<file path="config.mk">
export PLATFORM = sky130hd
export DESIGN_NAME = xst_timer
export DESIGN_NICKNAME = d
export VERILOG_FILES = /design/src/rtl/xst_pkg.sv /design/src/rtl/xst_len_map.sv /design/src/rtl/xst_seq.sv /design/src/rtl/xst_bus.sv /design/src/rtl/xst_timer.sv
export SDC_FILE = /design/constraint.sdc
export NUM_CORES = 1
export LEC_CHECK = 0
export CORE_AREA = 3 3 67 82
export CTS_BUF_LIST = sky130_fd_sc_hd__clkbuf_2
export CTS_CLUSTER_SIZE = 40
export DETAILED_ROUTE_END_ITERATION = 6
export DIE_AREA = 0 0 70 85
export PLACE_DENSITY = 0.77
export SETUP_SLACK_MARGIN = 0.2
export SLEW_MARGIN = 15
export SYNTH_ARGS = -nofsm -noshare
export SYNTH_HDL_FRONTEND = slang
export SYNTH_SLANG_ARGS = --single-unit
</file>
<file path="constraint.sdc">
create_clock -name clk -period 1.8 [get_ports clk]
set_input_delay 0.27 -clock clk [delete_from_list [all_inputs] [get_ports clk]]
set_output_delay 0.27 -clock clk [all_outputs]
set_load 0.01 [all_outputs]
</file>
<file path="src/rtl/xst_pkg.sv">
package xst_pkg;

  typedef enum logic [2:0] {
    PH_IDLE  = 3'd0,
    PH_ALE   = 3'd1,
    PH_ADR   = 3'd2,
    PH_SETUP = 3'd3,
    PH_STB   = 3'd4,
    PH_HOLD  = 3'd5,
    PH_REC   = 3'd6
  } xst_phase_e;

endpackage

</file>
<file path="src/rtl/xst_len_map.sv">
module xst_len_map #(
  parameter int CODE_W = 3,
  parameter int CNT_W  = 4
) (
  input  logic [CODE_W-1:0] code,
  output logic [CNT_W-1:0]  extra,
  output logic              wide
);
  localparam int HALF = 1 << (CODE_W - 1);

  // Upper half of the code range jumps by HALF-1 and widens setup/hold.
  always_comb begin
    wide = code[CODE_W-1];
    if (wide) extra = CNT_W'(code) + CNT_W'(HALF - 1);
    else      extra = CNT_W'(code);
  end
endmodule

</file>
<file path="src/rtl/xst_seq.sv">
module xst_seq
  import xst_pkg::*;
#(
  parameter int CNT_W = 4
) (
  input  logic             clk,
  input  logic             rst,
  input  logic             start,
  input  logic [CNT_W-1:0] extra_in,
  input  logic             wide_in,
  output xst_phase_e       phase,
  output logic             last_stb,
  output logic             done
);
  logic [CNT_W-1:0] cnt_q;
  logic             wide_q;

  assign last_stb = (phase == PH_STB) && (cnt_q == '0);

  always_ff @(posedge clk) begin
    if (rst) begin
      phase  <= PH_IDLE;
      cnt_q  <= '0;
      wide_q <= 1'b0;
      done   <= 1'b0;
    end else begin
      done <= (phase == PH_REC);
      unique case (phase)
        PH_IDLE: if (start) begin
          phase  <= PH_ALE;
          cnt_q  <= extra_in;
          wide_q <= wide_in;
        end
        PH_ALE:   phase <= PH_ADR;
        PH_ADR:   phase <= wide_q ? PH_SETUP : PH_STB;
        PH_SETUP: phase <= PH_STB;
        PH_STB: begin
          if (cnt_q == '0) phase <= wide_q ? PH_HOLD : PH_REC;
          else             cnt_q <= cnt_q - 1'b1;
        end
        PH_HOLD:  phase <= PH_REC;
        PH_REC:   phase <= PH_IDLE;
        default:  phase <= PH_IDLE;
      endcase
    end
  end
endmodule

</file>
<file path="src/rtl/xst_bus.sv">
module xst_bus
  import xst_pkg::*;
#(
  parameter int ADDR_W = 16,
  parameter int DATA_W = 8
) (
  input  logic                clk,
  input  logic                rst,
  input  logic                accept,
  input  logic                req_write,
  input  logic [ADDR_W-1:0]   req_addr,
  input  logic [DATA_W-1:0]   req_wdata,
  input  xst_phase_e          phase,
  input  logic                last_stb,
  input  logic [DATA_W-1:0]   ad_in,
  output logic                ale,
  output logic                rd_n,
  output logic                wr_n,
  output logic [DATA_W-1:0]   ad_out,
  output logic                ad_oe,
  output logic [ADDR_W-DATA_W-1:0] addr_hi,
  output logic [DATA_W-1:0]   rdata
);
  logic              wr_q;
  logic [ADDR_W-1:0] addr_q;
  logic [DATA_W-1:0] wdata_q;
  logic              addr_ph;
  logic              data_ph;
  logic              strobe;

  always_ff @(posedge clk) begin
    if (rst) begin
      wr_q    <= 1'b0;
      addr_q  <= '0;
      wdata_q <= '0;
      rdata   <= '0;
    end else begin
      if (accept) begin
        wr_q    <= req_write;
        addr_q  <= req_addr;
        wdata_q <= req_wdata;
      end
      // Sampled on the edge that ends the strobe, i.e. where rd_n rises.
      if (last_stb && !wr_q) rdata <= ad_in;
    end
  end

  always_comb begin
    addr_ph = (phase == PH_ALE) || (phase == PH_ADR) || (phase == PH_SETUP);
    data_ph = (phase == PH_STB) || (phase == PH_HOLD) || (phase == PH_REC);
    strobe  = (phase == PH_STB);
    ale     = (phase == PH_ALE);
    rd_n    = !(strobe && !wr_q);
    wr_n    = !(strobe && wr_q);
    ad_oe   = addr_ph || (data_ph && wr_q);
    if (addr_ph)               ad_out = addr_q[DATA_W-1:0];
    else if (data_ph && wr_q)  ad_out = wdata_q;
    else                       ad_out = '0;
  end

  assign addr_hi = addr_q[ADDR_W-1:DATA_W];
endmodule

</file>
<file path="src/rtl/xst_timer.sv">
module xst_timer
  import xst_pkg::*;
#(
  parameter int ADDR_W = 16,
  parameter int DATA_W = 8,
  parameter int CODE_W = 3
) (
  input  logic                     clk,
  input  logic                     rst,
  input  logic                     req_valid,
  output logic                     req_ready,
  input  logic                     req_write,
  input  logic [ADDR_W-1:0]        req_addr,
  input  logic [DATA_W-1:0]        req_wdata,
  input  logic [CODE_W-1:0]        stretch_code,
  output logic                     ale,
  output logic                     rd_n,
  output logic                     wr_n,
  output logic [DATA_W-1:0]        ad_out,
  output logic                     ad_oe,
  input  logic [DATA_W-1:0]        ad_in,
  output logic [ADDR_W-DATA_W-1:0] addr_hi,
  output logic                     busy,
  output logic                     rsp_valid,
  output logic [DATA_W-1:0]        rsp_data
);
  localparam int HI_W  = ADDR_W - DATA_W;
  localparam int MAX_S = ((1 << CODE_W) - 1) + ((1 << (CODE_W - 1)) - 1);
  localparam int CNT_W = $clog2(MAX_S + 1);

  xst_phase_e       phase;
  logic             last_stb;
  logic             accept;
  logic [CNT_W-1:0] extra;
  logic             wide;

  assign req_ready = (phase == PH_IDLE);
  assign busy      = !req_ready;
  assign accept    = req_valid && req_ready;

  xst_len_map #(.CODE_W(CODE_W), .CNT_W(CNT_W)) u_map (
    .code  (stretch_code),
    .extra (extra),
    .wide  (wide)
  );

  xst_seq #(.CNT_W(CNT_W)) u_seq (
    .clk      (clk),
    .rst      (rst),
    .start    (accept),
    .extra_in (extra),
    .wide_in  (wide),
    .phase    (phase),
    .last_stb (last_stb),
    .done     (rsp_valid)
  );

  xst_bus #(.ADDR_W(ADDR_W), .DATA_W(DATA_W)) u_bus (
    .clk       (clk),
    .rst       (rst),
    .accept    (accept),
    .req_write (req_write),
    .req_addr  (req_addr),
    .req_wdata (req_wdata),
    .phase     (phase),
    .last_stb  (last_stb),
    .ad_in     (ad_in),
    .ale       (ale),
    .rd_n      (rd_n),
    .wr_n      (wr_n),
    .ad_out    (ad_out),
    .ad_oe     (ad_oe),
    .addr_hi   (addr_hi),
    .rdata     (rsp_data)
  );
endmodule

</file>
==> results of run 1 <==
## flip-flops by register name, indices dropped and copies added (netlist names)
name / cells
u_bus.addr_q: 16
u_bus.rdata: 8
u_bus.wdata_q: 8
u_bus.wr_q: 1
u_seq.cnt_q: 4
u_seq.done: 1
u_seq.phase: 3
u_seq.wide_q: 1
## kinds of logic (layout without fill, tap and decap cells)
family | Yosys count | in the layout | share of synthesized area, %
XOR/XNOR | 1 | 1 | 0.441
buffers and inverters | 36 | 115 | 8.57
flip-flops | 42 | 42 | 42.4
AO/OA/AOI/OAI | 51 | 51 | 15.4
multiplexers | 9 | 9 | 4.60
adder cells (fa/ha/maj) | 2 | 2 | 1.26
AND/OR/NAND/NOR | 118 | 119 | 27.3
## per-stage QoR
stage	total power [W]	std cells	hold slack (ns)	util [%]
finish	0.00234	399	0.390	64.3
global route	0.00246	399	0.364	64.3
CTS	0.00230	395	0.373	61.3
detailed placement	0.00171	377	0.448	57.6
global placement	0.00169	377	0.442	57.6
floorplan	0.00143	259	0.406	-
## cells in the final DEF, fill, tap and decap left out, types with 3 or more instances in the layout
| cell | count |
|---|---|
| dfxtp_2 | 15 |
| inv_1 | 7 |
| clkdlybuf4s50_1 | 42 |
| dlymetal6s2s_1 | 12 |
| nand2_2 | 6 |
| a21oi_1 | 27 |
| buf_2 | 13 |
| nand3_1 | 3 |
| dfxtp_1 | 24 |
| nand2b_1 | 3 |
| o22ai_2 | 4 |
| nand2_1 | 84 |
| clkbuf_2 | 5 |
| buf_6 | 5 |
| dfxtp_4 | 3 |
| buf_4 | 21 |
| o22ai_1 | 5 |
| buf_12 | 3 |
| mux2i_1 | 8 |
## how the worst max path moves through the flow
| stage | slack [ns] | end | from |
|---|---|---|---|
| floorplan | 0.15 | u_seq.cnt_q[0] | u_seq.cnt_q[0] |
| global route | 0.02 | rd_n | u_seq.phase[1] |
| detailed placement | 0.03 | ad_out[4] | u_seq.phase[1] |
| global placement | 0.08 | ad_out[0] | u_seq.phase[0] |
| CTS | 0.12 | rd_n | u_seq.phase[1] |
| finish | 0.1 | u_seq.cnt_q[1] | u_seq.cnt_q[1] |
## repair_timing
action                                  in CTS  in global routing
endpoints found under the setup margin      28                 66
buffers inserted                             9                  4
gates resized for setup                     82                 44
pin swaps                                   15                  6
cloned                                       2                  0
## final cells by class
class                   count  area share (%)
flip-flops and latches     42            28.0
repair buffers             98            30.6
clock inverters             2            1.09
inverters                  10            1.21
well taps                  60            2.41
clock buffers               5           0.805
multi-input cells         182            35.9
## layer usage
layer  vias up  global-route usage (%)  wire length, um
met4         0                    5.40               61
met2        68                    31.8             2980
met3         6                    4.62              340
met5         -                       0                0
met1       947                    20.0             2170
li1       1026                       -                -
## where the power goes
| group | internal [W] | total [W] | switching [W] |
|---|---|---|---|
| logic | 0.000404 | 0.000763 | 0.000359 |
| registers | 0.00101 | 0.00106 | 0.0000527 |
| clock network | 0.000224 | 0.000511 | 0.000288 |
| total | 0.00164 | 0.00234 | 0.000700 |
## worst max-delay path: stages, from the launching register on
cell and delay [ns]:
dfxtp_2 0.38, inv_2 0.05, ha_4 0.15, nor4bb_2 0.16
buf_4 0.16, or4_4 0.52, o31ai_2 0.21
## cell usage after synthesis (all sizes together)
library cell	n
nand2	91
dfxtp	42
a21oi	28
buf	13
clkbuf	13
inv	9
o22ai	9
mux2i	8
nor2	4
nand2b	3
nand3	3
or4	3
a31oi	2
and2	2
ha	2
o21ai	2
o31ai	2
or4b	2
a2111o	1
a2111oi	1
a211oi	1
a22oi	1
a32o	1
clkinv	1
mux2	1
nand3b	1
nor2b	1
nor3	1
nor3b	1
nor4	1
nor4b	1
nor4bb	1
o211a	1
o311ai	1
o32ai	1
or2	1
or3	1
or3b	1
xnor2	1
==> run metrics, run 1 <==
fin nets 380; Syn Inst Count 259; Yosys warning total 0; GR Overflow Total 0; Peak Freq 0.588 GHz; Die W 70 um; fraction of layout cells with a size suffix above 1 28.9%; H-tree Lvls 2; clock sinks 42; Initial Util 41.0%; register area share after synthesis ~42%; post-synthesis cell area 1980 sq um; largest net degree at the start of global routing 31; # diodes 0; WL/cell between 10 and 15 um; num rows 28; initial drt markers 95; final hold viol count 0; Seq. cell area 871 sq um; instance area at placement 2780 sq um; Antenna Violating Nets Remaining 0; Critical Path AT 2.02 ns; Final Cycle Share between 90% and 100%; setup ws final 0.0981 ns; CTS Root Cell clkbuf_2; FF-to-FF Start u_seq.cnt_q[1]; Pleak ~1.4 nW; DRC viols 0; Die Y 85 um; CP Data Required Time 2.12 ns; multi-input logic area 1120 sq um; area grow syn2layout 56.7%; post-synthesis cell type with the largest combined area dfxtp_1; vias in the first global route 1935; Fill cells between 400 and 500; clock buffer count from CTS 5; Power Density around 750 nW/um^2; register bit total from synthesis 42; critical path fanouts, max 5; Peak VDD IR 0.000573 V; Max Cap Viol 0; IO Count 70; Hold Buf Count CTS 0; Via density ~5.1; Yosys cell types 41; Synth area leaders dfxtp_1 (42%), nand2_1 (17%), a21oi_1 (7.1%), mux2i_1 (4.0%), buf_4 (3.0%); Hold Path Depth 3; antenna violations before repair 0; worst-case clock buffer depth 2; area share of the largest cell type after synthesis 42.4%; core area 4830 sq um; Post-Syn Nets 300; vias 2047; Sum Neg Setup Slack 0 ns; worst-margin pin slew 0.503 ns; worst slack, placed roughly 0.028 ns; CP Capture Type register; drt pass-1 iters 4; total die area 5950 sq um; Critical Path Start Type register; cells on worst reg2reg path 6; Tot GR Track Use 17.6%; syn_area_per_cell between 7 and 8 sq um; Fin Clk Skew 0.00806 ns; Relative slew margins ~66%; outcome finished, final reports clean; WS Path Type register to register; reg2reg setup slack 0.1 ns; CTS tree yes; Crit Reg-Reg Endpoint u_seq.cnt_q[1]; Worst-Skew Late Latency 0.39 ns; min-delay src req_addr[10]; Final Cell Area 3110 sq um; Hold Path Class primary input to register; clk slew on worst S/H paths around 0.20 ns; fin. max-slew vios 0; Final setup viols 0; drt total wl 5.55 mm; Tmin final 1.70 ns; Final GP Congestion a little over 0.8; Endpoint, Worst Hold u_bus.addr_q[10]; post-DP HPWL roughly 3.6 mm; first-pass GRT wire length 8.62 mm; RSZ-0062 raised after global routing true; Port-buffer cells 69
(Power assumes the default switching activity.)
==> run 2: changes to the inputs <==
--- a/config.mk
+++ b/config.mk
@@ -5,14 +5,15 @@
 export SDC_FILE = /design/constraint.sdc
 export NUM_CORES = 1
 export LEC_CHECK = 0
-export CORE_AREA = 3 3 67 82
+export CORE_AREA = 3 3 68 83
 export CTS_BUF_LIST = sky130_fd_sc_hd__clkbuf_2
 export CTS_CLUSTER_SIZE = 40
 export DETAILED_ROUTE_END_ITERATION = 6
-export DIE_AREA = 0 0 70 85
-export PLACE_DENSITY = 0.77
+export DIE_AREA = 0 0 71 86
+export PLACE_DENSITY_LB_ADDON = 0.05
 export SETUP_SLACK_MARGIN = 0.2
 export SLEW_MARGIN = 15
 export SYNTH_ARGS = -nofsm -noshare
 export SYNTH_HDL_FRONTEND = slang
+export SYNTH_HIERARCHICAL = 1
 export SYNTH_SLANG_ARGS = --single-unit
==> run metrics, run 2 <==
GR Overflow Total 0 (unchanged); outcome finished, final reports clean; CTS tree yes; Sequential Power Share 27.8% (-18 points); Post-Syn Nets 267 (-11%); core area 4900 sq um (+1.4%); post-synthesis mux area share 18.4% (+14 points); CP Capture Type output port; Combinational Power Share 63.6% (+31 points); clk slew on worst S/H paths 0.23 ns (+0.03 ns); Most flops, register u_bus/addr_q; fin nets 350 (-7.9%); Hold Path Class primary input to register; CP top delay family flip-flops; antenna violations before repair 0 (unchanged); Hold Buf Count CTS 0 (unchanged); Peak Freq 0.583 GHz (-0.75%); reg2reg setup slack 0.11 ns (about the same); Initial Util 42.1% (+1.0 points); Worst-Skew Late Latency 0.41 ns (+0.02 ns); initial drt markers 78 (-18%); CTS Root Cell clkbuf_2; Synth Area in Simple Gates 20.1% (-7.2 points); Antenna Violating Nets Remaining 0 (unchanged); Sum Neg Setup Slack 0 ns (unchanged); Synth Area in XOR/XNOR 0.424% (-0.017 points); Final GP Congestion 0.806 (-2.8%); # diodes 0 (unchanged); vias in the first global route 1691 (-13%); sw frac 38.7% (+8.8 points); Peak VDD IR 0.000835 V (+46%); area grow syn2layout 57.1%; Power Density 1520 nW/um^2 (+100%); worst path cell trace buf_8 -> or3_1 -> buf_2; Tot Pwr 0.00493 W (+110%); power share of the clock group 8.6% (-13 points); DRC viols 0 (unchanged); fraction of layout cells with a size suffix above 1 33.2% (+4.3 points); Yosys cell types 39 (-4.9%); drt pass-1 iters 5 (+1); max incr delay on CP 0.41 ns (-0.11 ns); Buf/Inv on CP 2 (unchanged); Fin Clk Skew 0.0159 ns (+0.00789 ns); post-synthesis cell area 2060 sq um (+4.0%); total die area 6110 sq um (+2.6%); Compound-Gate Fraction of Synth Area 7.64% (-7.8 points); Synth area leaders dfxtp_1 (41%), mux2i_1 (18%), nor2_1 (7.3%), buf_4 (3.6%), nand2_1 (3.6%); first-pass GRT wire length 8.09 mm (-6.1%); Critical Path AT 1.44 ns (-0.58 ns); worst-case clock buffer depth 2 (unchanged); register area share after synthesis 40.8% (-1.6 points); Syn Inst Count 226 (-13%); Relative slew margins 72.9% (+6.5 points); Internal 0.00302 W (+85%); commonest non-fill, non-tap cell in the layout clkdlybuf4s50_1; Tmin final 1.71 ns (+0.0129 ns); WS Path Type register to output port; Die W 71 um (+1.4%); largest family of logic cells by synthesized area simple AND/OR/NAND/NOR gates; Pleak 1.53 nW (+7.8%); clock buffer count from CTS 5 (unchanged); WL/cell 14.9 um (+6.8%); RSZ-0062 raised after global routing true; post-synthesis cell type with the largest combined area dfxtp_1; Port-buffer cells 69 (unchanged); max reg flops 16 (unchanged); Max Cap Viol 0 (unchanged); fin. max-slew vios 0 (unchanged); Die Y 86 um (+1.2%); largest registers u_bus/addr_q (16), u_bus/rdata (8), u_bus/wdata_q (8); CP max-delay cell dfxtp_4; # placed instances 342 (-9.3%); H-tree Lvls 2 (unchanged); top-count cell post-synth dfxtp_1; drt total wl 5.50 mm (-1.0%); final hold viol count 0 (unchanged); FF-to-FF Start u_seq/phase[2]; syn_area_per_cell 9.13 sq um (+19%); clock sinks 42 (unchanged); final non-filler cell total 370 (-7.3%); post-synthesis async set-or-reset flop share 0% (unchanged); Tot GR Track Use 16.8% (-0.80 points); Synth top cells by count dfxtp_1 (42), nor2_1 (40), mux2i_1 (38), nand2_1 (20); EDFF count, synth 0 (unchanged); Yosys warning total 6 (+6); area share of the largest cell type after synthesis 40.8% (-1.6 points); Hold Path Depth 3 (unchanged); critical path fanouts, max 6 (+1); min-delay src req_wdata[3]; CP Data Required Time 1.53 ns (-0.59 ns); Final Cycle Share 95.3% (+0.72 points); cells on worst reg2reg path 6 (unchanged); Critical Path Start Type register; worst-margin pin slew 0.406 ns (-0.0973 ns); Crit Reg-Reg Endpoint u_seq/cnt_q[2]; vias 1847 (-9.8%); Adder-Cell Fraction of Synth Area 1.21% (-0.048 points); Endpoint, Worst Hold u_bus/wdata_q[3]; post-DP HPWL 3.28 mm (-7.8%); ys flop type dfxtp_1; Final setup viols 0 (unchanged); num rows 28 (unchanged); IO Count 70 (unchanged); register bit total from synthesis 42 (unchanged); most frequent cells in the layout clkdlybuf4s50_1 (38), nor2_1 (37), mux2i_1 (35); Via density 4.99 (-2.7%); largest net degree at the start of global routing 43 (+39%); Switching Power 0.00191 W (+170%)
-- run 2: what timing repair did --
item | CTS | global route
setup endpoints to repair | 53 | 68
resized for setup | 91 | 47
setup buffers | 10 | 6
pin swaps | 13 | 10
cloned | 2 | 2
endpoints found under the hold margin | 0 | 0
-- run 2: metal layers --
layer	track usage, %	up-vias	wire length (um)
met1	20.8	834	2400
met4	6.50	0	71
met3	4.10	6	325
li1	-	938	-
met5	0	-	0
met2	27.8	69	2700
-- run 2: through the flow --
step | util (%) | hold WS [ns] | instance area [sq um] | setup slack [ns]
final | 66.1 | 0.446 | 3240 | 0.0852
after CTS | 60.7 | 0.428 | 2980 | 0.0762
after global routing | 66.1 | 0.400 | 3240 | -0.00544
after floorplan | - | 0.417 | 2070 | 0.237
after global placement | 56.7 | 0.471 | 2780 | -0.0240
after detailed placement | 56.7 | 0.482 | 2780 | -0.0937
-- run 2: area by class of cell --
cell class / count / area, sq um
Fill cell: 438 / 1660
Multi-Input combinational cell: 151 / 1170
Timing Repair Buffer: 99 / 1040
Sequential cell: 42 / 871
Tap cell: 60 / 75.1
Inverter: 10 / 37.5
Clock buffer: 6 / 30.0
Clock inverter: 2 / 13.8
-- run 2: power by group through the flow --
stage,clock (W),combinational [W],sequential (W)
3_3_place_gp,0,0.00219,0.00132
3_5_place_dp,0,0.00220,0.00133
4_1_cts,0.000434,0.00257,0.00135
2_1_floorplan,0,0.00153,0.00134
6_report,0.000425,0.00314,0.00137
5_1_grt,0.000477,0.00335,0.00140
-- run 2: how the worst max path moves through the flow --
| stage | from | to | slack, ns | cells after the start |
|---|---|---|---|---|
| CTS | u_seq/phase[0] | busy | 0.08 | 3 |
| floorplan | u_seq/phase[1] | u_seq/cnt_q[2] | 0.24 | 4 |
| finish | u_seq/phase[0] | busy | 0.09 | 3 |
| global route | u_seq/phase[1] | u_seq/phase[0] | -0.005 | 6 |
| global placement | req_valid | u_seq/cnt_q[2] | -0.02 | 5 |
| detailed placement | req_valid | u_seq/phase[0] | -0.09 | 5 |
-- run 2: kinds of logic after synthesis --
logic type,after synthesis
muxes,38
adders and majority gates,2
AOI/OAI and AO/OA,23
and+or+nand+nor,86
DFF,42
xor gates and xnor gates,1
buffers and inverters,34
-- run 2: worst min-delay path, delay by kind of cell --
family	cells	cell delay (ns)
buffers and inverters	1	0.39
multiplexers	1	0.13
AND/OR/NAND/NOR	1	0.05
